$ cat src/rtl/smb_clkreg_pkg.sv
package smb_clkreg_pkg;

  localparam int FIRST_IDX = 4;

  typedef enum logic [2:0] {
    ST_IDLE, ST_RX, ST_RX_ACK, ST_TX, ST_TX_ACK, ST_SKIP
  } st_e;

  typedef enum logic [1:0] {PH_ADDR, PH_CMD, PH_DATA} ph_e;

  typedef enum logic [1:0] {RK_RW, RK_FSEL, RK_STRAP, RK_SIG} reg_kind_e;

  function automatic reg_kind_e reg_kind(int idx);
    case (idx)
      4:       return RK_FSEL;
      5:       return RK_STRAP;
      8:       return RK_SIG;
      default: return RK_RW;
    endcase
  endfunction

  function automatic logic [7:0] reg_default(int idx);
    case (idx)
      6:       return 8'h0B;
      7:       return 8'hFF;
      8:       return 8'h80;
      9:       return 8'hB0;
      10:      return 8'hFF;
      default: return 8'h00;
    endcase
  endfunction

endpackage

$ cat src/rtl/smb_line_sync.sv
module smb_line_sync #(
  parameter int SYNC_STAGES = 2
) (
  input  logic clk_i,
  input  logic rst_ni,
  input  logic scl_i,
  input  logic sda_i,
  output logic sda_s_o,
  output logic scl_rise_o,
  output logic scl_fall_o,
  output logic start_o,
  output logic stop_o
);
  logic [SYNC_STAGES-1:0] scl_ff, sda_ff;
  logic scl_q, sda_q, scl_s, sda_s;

  always_ff @(posedge clk_i or negedge rst_ni) begin
    if (!rst_ni) begin
      scl_ff <= '1;
      sda_ff <= '1;
      scl_q  <= 1'b1;
      sda_q  <= 1'b1;
    end else begin
      scl_ff <= {scl_ff[SYNC_STAGES-2:0], scl_i};
      sda_ff <= {sda_ff[SYNC_STAGES-2:0], sda_i};
      scl_q  <= scl_s;
      sda_q  <= sda_s;
    end
  end

  assign scl_s      = scl_ff[SYNC_STAGES-1];
  assign sda_s      = sda_ff[SYNC_STAGES-1];
  assign sda_s_o    = sda_s;
  assign scl_rise_o = scl_s & ~scl_q;
  assign scl_fall_o = ~scl_s & scl_q;
  assign start_o    = scl_s & scl_q & sda_q & ~sda_s;
  assign stop_o     = scl_s & scl_q & ~sda_q & sda_s;
endmodule

$ cat src/rtl/smb_clkreg_file.sv
module smb_clkreg_file
  import smb_clkreg_pkg::*;
#(
  parameter int NUM_REGS = 8
) (
  input  logic                  clk_i,
  input  logic                  rst_ni,
  input  logic                  wr_en_i,
  input  logic [6:0]            wr_idx_i,
  input  logic [7:0]            wr_data_i,
  input  logic [6:0]            rd_idx_i,
  output logic [7:0]            rd_data_o,
  input  logic [4:0]            fs_strap_i,
  input  logic                  mult_strap_i,
  output logic [NUM_REGS*8-1:0] regs_o
);
  logic [7:0] view [NUM_REGS];

  for (genvar k = 0; k < NUM_REGS; k++) begin : g_reg
    localparam int        IDX  = FIRST_IDX + k;
    localparam reg_kind_e KIND = reg_kind(IDX);
    logic hit;
    assign hit = wr_en_i && (int'(wr_idx_i) == IDX);

    if (KIND == RK_RW) begin : g_rw
      logic [7:0] q;
      always_ff @(posedge clk_i or negedge rst_ni) begin
        if (!rst_ni)  q <= reg_default(IDX);
        else if (hit) q <= wr_data_i;
      end
      assign view[k] = q;
    end else if (KIND == RK_FSEL) begin : g_fsel
      logic [7:0] q;
      always_ff @(posedge clk_i or negedge rst_ni) begin
        if (!rst_ni) q <= reg_default(IDX);
        else if (hit) begin
          if (q[3]) q <= wr_data_i;
          else      q <= {q[7:4], wr_data_i[3], q[2], wr_data_i[1:0]};
        end
      end
      // enable low: FS fields mirror straps
      assign view[k] = q[3] ? q
                     : {fs_strap_i[3:0], q[3], fs_strap_i[4], q[1:0]};
    end else if (KIND == RK_STRAP) begin : g_strap
      assign view[k] = {2'b00, mult_strap_i, fs_strap_i};
    end else begin : g_sig
      assign view[k] = reg_default(IDX);
    end

    assign regs_o[k*8 +: 8] = view[k];
  end

  always_comb begin
    rd_data_o = 8'h00;
    for (int k = 0; k < NUM_REGS; k++)
      if (int'(rd_idx_i) == FIRST_IDX + k) rd_data_o = view[k];
  end
endmodule

$ cat src/rtl/smb_clkreg_slave.sv
module smb_clkreg_slave
  import smb_clkreg_pkg::*;
#(
  parameter int         NUM_REGS    = 8,
  parameter int         SYNC_STAGES = 2,
  parameter logic [6:0] DEV_ADDR    = 7'h69
) (
  input  logic                  clk_i,
  input  logic                  rst_ni,
  input  logic                  scl_i,
  input  logic                  sda_i,
  output logic                  sda_low_o,
  input  logic [4:0]            fs_strap_i,
  input  logic                  mult_strap_i,
  output logic [NUM_REGS*8-1:0] regs_o
);
  localparam logic [6:0] BLK_BASE = 7'(FIRST_IDX);
  localparam logic [7:0] BLK_CNT  = 8'(NUM_REGS);

  logic sda_s, scl_rise_ev, scl_fall_ev, start_ev, stop_ev;

  smb_line_sync #(.SYNC_STAGES(SYNC_STAGES)) u_sync (
    .clk_i, .rst_ni, .scl_i, .sda_i,
    .sda_s_o   (sda_s),
    .scl_rise_o(scl_rise_ev),
    .scl_fall_o(scl_fall_ev),
    .start_o   (start_ev),
    .stop_o    (stop_ev)
  );

  st_e        st;
  ph_e        ph;
  logic [3:0] cnt;
  logic [7:0] sh, tx;
  logic [6:0] ptr;
  logic       sda_low, rw, blk, cnt_pending, send_cnt, macked;
  logic       wr_en, in_skip;
  logic [7:0] rd_data, tx_next;

  assign wr_en = (st == ST_RX) && scl_fall_ev && (cnt == 4'd8) && (ph == PH_DATA)
               && !cnt_pending && !start_ev && !stop_ev;
  assign tx_next = send_cnt ? BLK_CNT : rd_data;
  assign in_skip = (st == ST_SKIP);

  smb_clkreg_file #(.NUM_REGS(NUM_REGS)) u_file (
    .clk_i, .rst_ni,
    .wr_en_i  (wr_en),
    .wr_idx_i (ptr),
    .wr_data_i(sh),
    .rd_idx_i (ptr),
    .rd_data_o(rd_data),
    .fs_strap_i, .mult_strap_i,
    .regs_o
  );

  always_ff @(posedge clk_i or negedge rst_ni) begin
    if (!rst_ni) begin
      st <= ST_IDLE; ph <= PH_ADDR; cnt <= '0; sh <= '0; tx <= '0; ptr <= BLK_BASE;
      sda_low <= 1'b0; rw <= 1'b0; blk <= 1'b0; cnt_pending <= 1'b0;
      send_cnt <= 1'b0; macked <= 1'b0;
    end else if (start_ev) begin
      st <= ST_RX; ph <= PH_ADDR; cnt <= '0; sda_low <= 1'b0;
    end else if (stop_ev) begin
      st <= ST_IDLE; sda_low <= 1'b0;
    end else begin
      unique case (st)
        ST_RX: begin
          if (scl_rise_ev && cnt != 4'd8) begin
            sh  <= {sh[6:0], sda_s};
            cnt <= cnt + 4'd1;
          end
          if (scl_fall_ev && cnt == 4'd8) begin
            cnt <= '0;
            unique case (ph)
              PH_ADDR: begin
                if (sh[7:1] == DEV_ADDR) begin
                  rw <= sh[0]; send_cnt <= sh[0] & blk;
                  sda_low <= 1'b1; st <= ST_RX_ACK;
                end else st <= ST_SKIP;
              end
              PH_CMD: begin
                blk <= ~sh[7]; cnt_pending <= ~sh[7];
                ptr <= sh[7] ? sh[6:0] : BLK_BASE;
                sda_low <= 1'b1; st <= ST_RX_ACK;
              end
              default: begin
                if (cnt_pending) cnt_pending <= 1'b0;
                else             ptr <= ptr + 7'd1;
                sda_low <= 1'b1; st <= ST_RX_ACK;
              end
            endcase
          end
        end
        ST_RX_ACK: if (scl_fall_ev) begin
          if (ph == PH_ADDR && rw) begin
            tx <= tx_next; sda_low <= ~tx_next[7]; cnt <= '0; st <= ST_TX;
            if (send_cnt) send_cnt <= 1'b0;
            else          ptr <= ptr + 7'd1;
          end else begin
            sda_low <= 1'b0; st <= ST_RX;
            ph <= (ph == PH_ADDR) ? PH_CMD : PH_DATA;
          end
        end
        ST_TX: if (scl_fall_ev) begin
          if (cnt == 4'd7) begin
            sda_low <= 1'b0; cnt <= '0; st <= ST_TX_ACK;
          end else begin
            tx <= {tx[6:0], 1'b0}; sda_low <= ~tx[6]; cnt <= cnt + 4'd1;
          end
        end
        ST_TX_ACK: begin
          if (scl_rise_ev) macked <= ~sda_s;
          if (scl_fall_ev) begin
            if (macked) begin
              tx <= tx_next; sda_low <= ~tx_next[7]; st <= ST_TX;
              if (send_cnt) send_cnt <= 1'b0;
              else          ptr <= ptr + 7'd1;
            end else st <= ST_SKIP;
          end
        end
        default: ;
      endcase
    end
  end

  assign sda_low_o = sda_low;
endmodule

$ cat config.mk
export PLATFORM = sky130hd
export DESIGN_NAME = smb_clkreg_slave
export DESIGN_NICKNAME = d
export VERILOG_FILES = /design/src/rtl/smb_clkreg_pkg.sv /design/src/rtl/smb_line_sync.sv /design/src/rtl/smb_clkreg_file.sv /design/src/rtl/smb_clkreg_slave.sv
export SDC_FILE = /design/constraint.sdc
export NUM_CORES = 1
export LEC_CHECK = 0
export BUFFER_PORTS_ARGS = -buffer_cell sky130_fd_sc_hd__buf_4
export CAP_MARGIN = 25
export CORE_ASPECT_RATIO = 1.2
export CORE_MARGIN = 1.5
export CORE_UTILIZATION = 45
export DETAILED_ROUTE_END_ITERATION = 10
export PLACE_DENSITY = 0.68
export RECOVER_POWER = 25
export SLEW_MARGIN = 0
export SYNTH_ARGS = -nofsm -noshare
export SYNTH_HDL_FRONTEND = slang
export SYNTH_SLANG_ARGS = --single-unit
$ cat constraint.sdc
create_clock -name clk_i -period 1.9 [get_ports clk_i]
set_input_delay 0.19 -clock clk_i [delete_from_list [all_inputs] [get_ports clk_i]]
set_output_delay 0.19 -clock clk_i [all_outputs]
set_load 0.02 [all_outputs]
==> impl_metrics.ini <==
[drt]
routedWlPerCell_um = 20.9
drt.antenna.violating_nets = 0
drt-initial-drc-count = 368
via_per_inst = 5.80
dr.pass1.iters = 5
vias = 4705
drc = 0
wl_mm = 16.9

[worst_hold_path]
hold-path-cell-count = 0
hold_class = reg -> reg

[status]
status = finished, violations left
violations = setup timing

[synthesis]
ys.warnings.count = 0
yosysSeqAreaShare_pct = 44.9
avgSynthCellArea_um2 = 10.5
syn_inst = 492
synth-seq-cells = 91
syn_area_mm2 = 0.00515
synth_ff_type = dfrtp_1
synth-edff-count = 0
async_reset_ff_share_pct = 100
synth_cell_types = 74

[timing]
grt_setup_unrepaired = yes
max_slew_margin_pct = 18.0
hold_viol_final = 0
fmax_ghz = 0.473
finalMaxSlewViolations = 0
skew_ns = 0.00691
finalSetupViolations = 61
worstMarginPinSlew_ns = 1.23
worst_slack_ns = -0.215
fin_crit_ns = 2.12
finalCritPeriodShare_pct = 111

[place]
dp_hpwl_mm = 11.4
gp_congestion = 0.902
numPortBuffers = 64
place_area_mm2 = 0.00648

[pwr]
power_mw = 9.85
p_per_area_mw_per_mm2 = 1300
max-vdd-ir-drop_uv = 643
leakage_nw = 3.33

[floorplanning]
ios = 75
die_h_um = 120
die_area_mm2 = 0.0121
core_area_mm2 = 0.0111
start_util_pct = 46.5
dieWidth_um = 101
placementRows = 42

[global_route]
grt_pass1_wl_mm = 26.5
busiest_layer = met2
grt_max_degree = 48
grt_use_met1_pct = 36.4
antenna_found_initial = 0
grt_use_total_pct = 28.6
grt_pass1_vias = 4858
grt_use_met3_pct = 3.35
use_met2_pct = 48.6
grt-ovfl-total = 0

[clock_tree]
path_clk_slew_ns = 0.07
cts_tree = done
htree_levels = 3
cts_buffers = 9
clkLatencyLatePin_ns = 0.35
cts.sinks = 91
cts-root-buf = clkbuf_16
clockBufferDepth = 2

[setup_path]
cp_max_fo = 5
rr_worst_depth = 6
end_kind = flop
cp.required_ns = 2.13
cp_data_arrival_time_ns = 2.34
critical_path_class = reg -> reg
critPathLaunchType = flop

[finish]
fin_area_mm2 = 0.00756
final_util_pct = 68.1
num_antenna_cells = 0
nNetsFinal = 668
drive_gt1_share_pct = 58.4
area_delta_synth_final_pct = 46.6

[run]
maxCapViolations = 0
==> per-layer routing <==
layer,vias to the layer above,part of all wire (%),wire length (um)
met5,-,0,0
met2,213,51,8610
li1,2108,-,-
met3,33,5.6,940
met4,0,3.3,553
met1,2351,40,6810
==> synthesized netlist by cell type (10+ instances only) <==
| cell type | number | area [um^2] |
|---|---|---|
| dfrtp_1 | 62 | 1550 |
| mux2_2 | 58 | 653 |
| a21oi_1 | 30 | 150 |
| nand2_1 | 30 | 113 |
| dfstp_2 | 29 | 762 |
| o21ai_0 | 23 | 115 |
| clkbuf_1 | 22 | 82.6 |
| buf_4 | 20 | 150 |
| nor2_1 | 20 | 75.1 |
| nand3_1 | 15 | 75.1 |
| a31oi_1 | 12 | 75.1 |
| nand2b_1 | 10 | 62.6 |
==> layout make-up <==
cell class                      instances  area [um^2]
Sequential cell                        91         2320
Tap cell                              154          193
Timing Repair Buffer                  194         1550
Multi-Input combinational cell        348         3110
Fill cell                             796         3530
Inverter                                8         35.0
Clock buffer                            9          225
Clock inverter                          7          123
==> per-stage QoR <==
stage,setup TNS (ns),hold slack [ns],worst slack (ns),std cells
CTS,-5.15,0.354,-0.189,804
global placement,-5.98,0.245,-0.269,772
global route,-7.93,0.349,-0.240,811
finish,-5.16,0.351,-0.215,811
detailed placement,-7.63,0.246,-0.296,772
floorplan,-2.05,-0.106,-0.177,500
==> power breakdown <==
| part | internal [mW] | switching [mW] | leakage (nW) | total, mW |
|---|---|---|---|---|
| combinational | 2.42 | 2.69 | 2.05 | 5.12 |
| clock | 1.30 | 0.808 | 0.163 | 2.10 |
| sequential | 2.27 | 0.362 | 1.12 | 2.63 |
| total | 5.99 | 3.86 | 3.33 | 9.85 |
==> critical path, cell delays in order (launching register included) <==
cell and delay [ns]:
dfrtp_1 0.42, or3b_4 0.42, nor4_4 0.25, buf_4 0.20
and3_4 0.19, and2_4 0.20, mux2_4 0.32
==> registers in the layout, summed over array words and instances (netlist names), 3 cells and up <==
name / flops
u_file.g.g_fsel.q: 8
u_file.g.g_rw.q: 40
cnt: 4
sh: 8
tx: 7
st: 3
ptr: 7
==> cell families after synthesis <==
logic type | Yosys count | synth area share (%)
AO/OA/AOI/OAI | 119 | 15.2
multiplexers | 66 | 14.7
AND/OR/NAND/NOR | 145 | 17.0
flip-flops | 91 | 44.9
other | 2 | 0.146
adder cells (fa/ha/maj) | 6 | 1.46
buffers and inverters | 61 | 6.29
XOR/XNOR | 2 | 0.340
==> timing repair <==
action / in CTS / in global routing
setup endpoints to repair: 67 / 72
gates resized for setup: 79 / 56
pin swaps: 16 / 18
buffers inserted: 12 / 7
hold buffers: 3 / 0
cloned: 1 / 0
hold endpoints to repair: 26 / 0
==> layout by cell type, fill, tap and decap left out, types with 6 or more instances in the layout <==
| master | count |
|---|---|
| buf_4 | 155 |
| dfrtp_1 | 60 |
| mux2_2 | 34 |
| nand2_1 | 29 |
| mux2_4 | 29 |
| dfstp_2 | 29 |
| a21oi_1 | 24 |
| buf_6 | 21 |
| nor2_1 | 17 |
| o21ai_0 | 15 |
| nand3_1 | 12 |
| a31oi_1 | 11 |
| conb_1 | 10 |
| nand2b_1 | 9 |
| clkbuf_16 | 9 |
| nand3b_1 | 7 |
| clkbuf_1 | 7 |
| a21oi_2 | 6 |
==> final timing paths <==
check                                              end             start  slack (ns)
max in group asynchronous    u_file.g_reg[3].g_rw.q[5]            rst_ni        0.39
max reg2reg                u_file.g_reg[0].g_fsel.q[5]             ph[0]       -0.22
min reg2reg                           u_sync.sda_ff[1]  u_sync.sda_ff[0]        0.35
min in group asynchronous                        sh[3]            rst_ni        0.64
min                                   u_sync.sda_ff[1]  u_sync.sda_ff[0]        0.35
max                        u_file.g_reg[0].g_fsel.q[5]             ph[0]       -0.22
(Power assumes the default switching activity.)
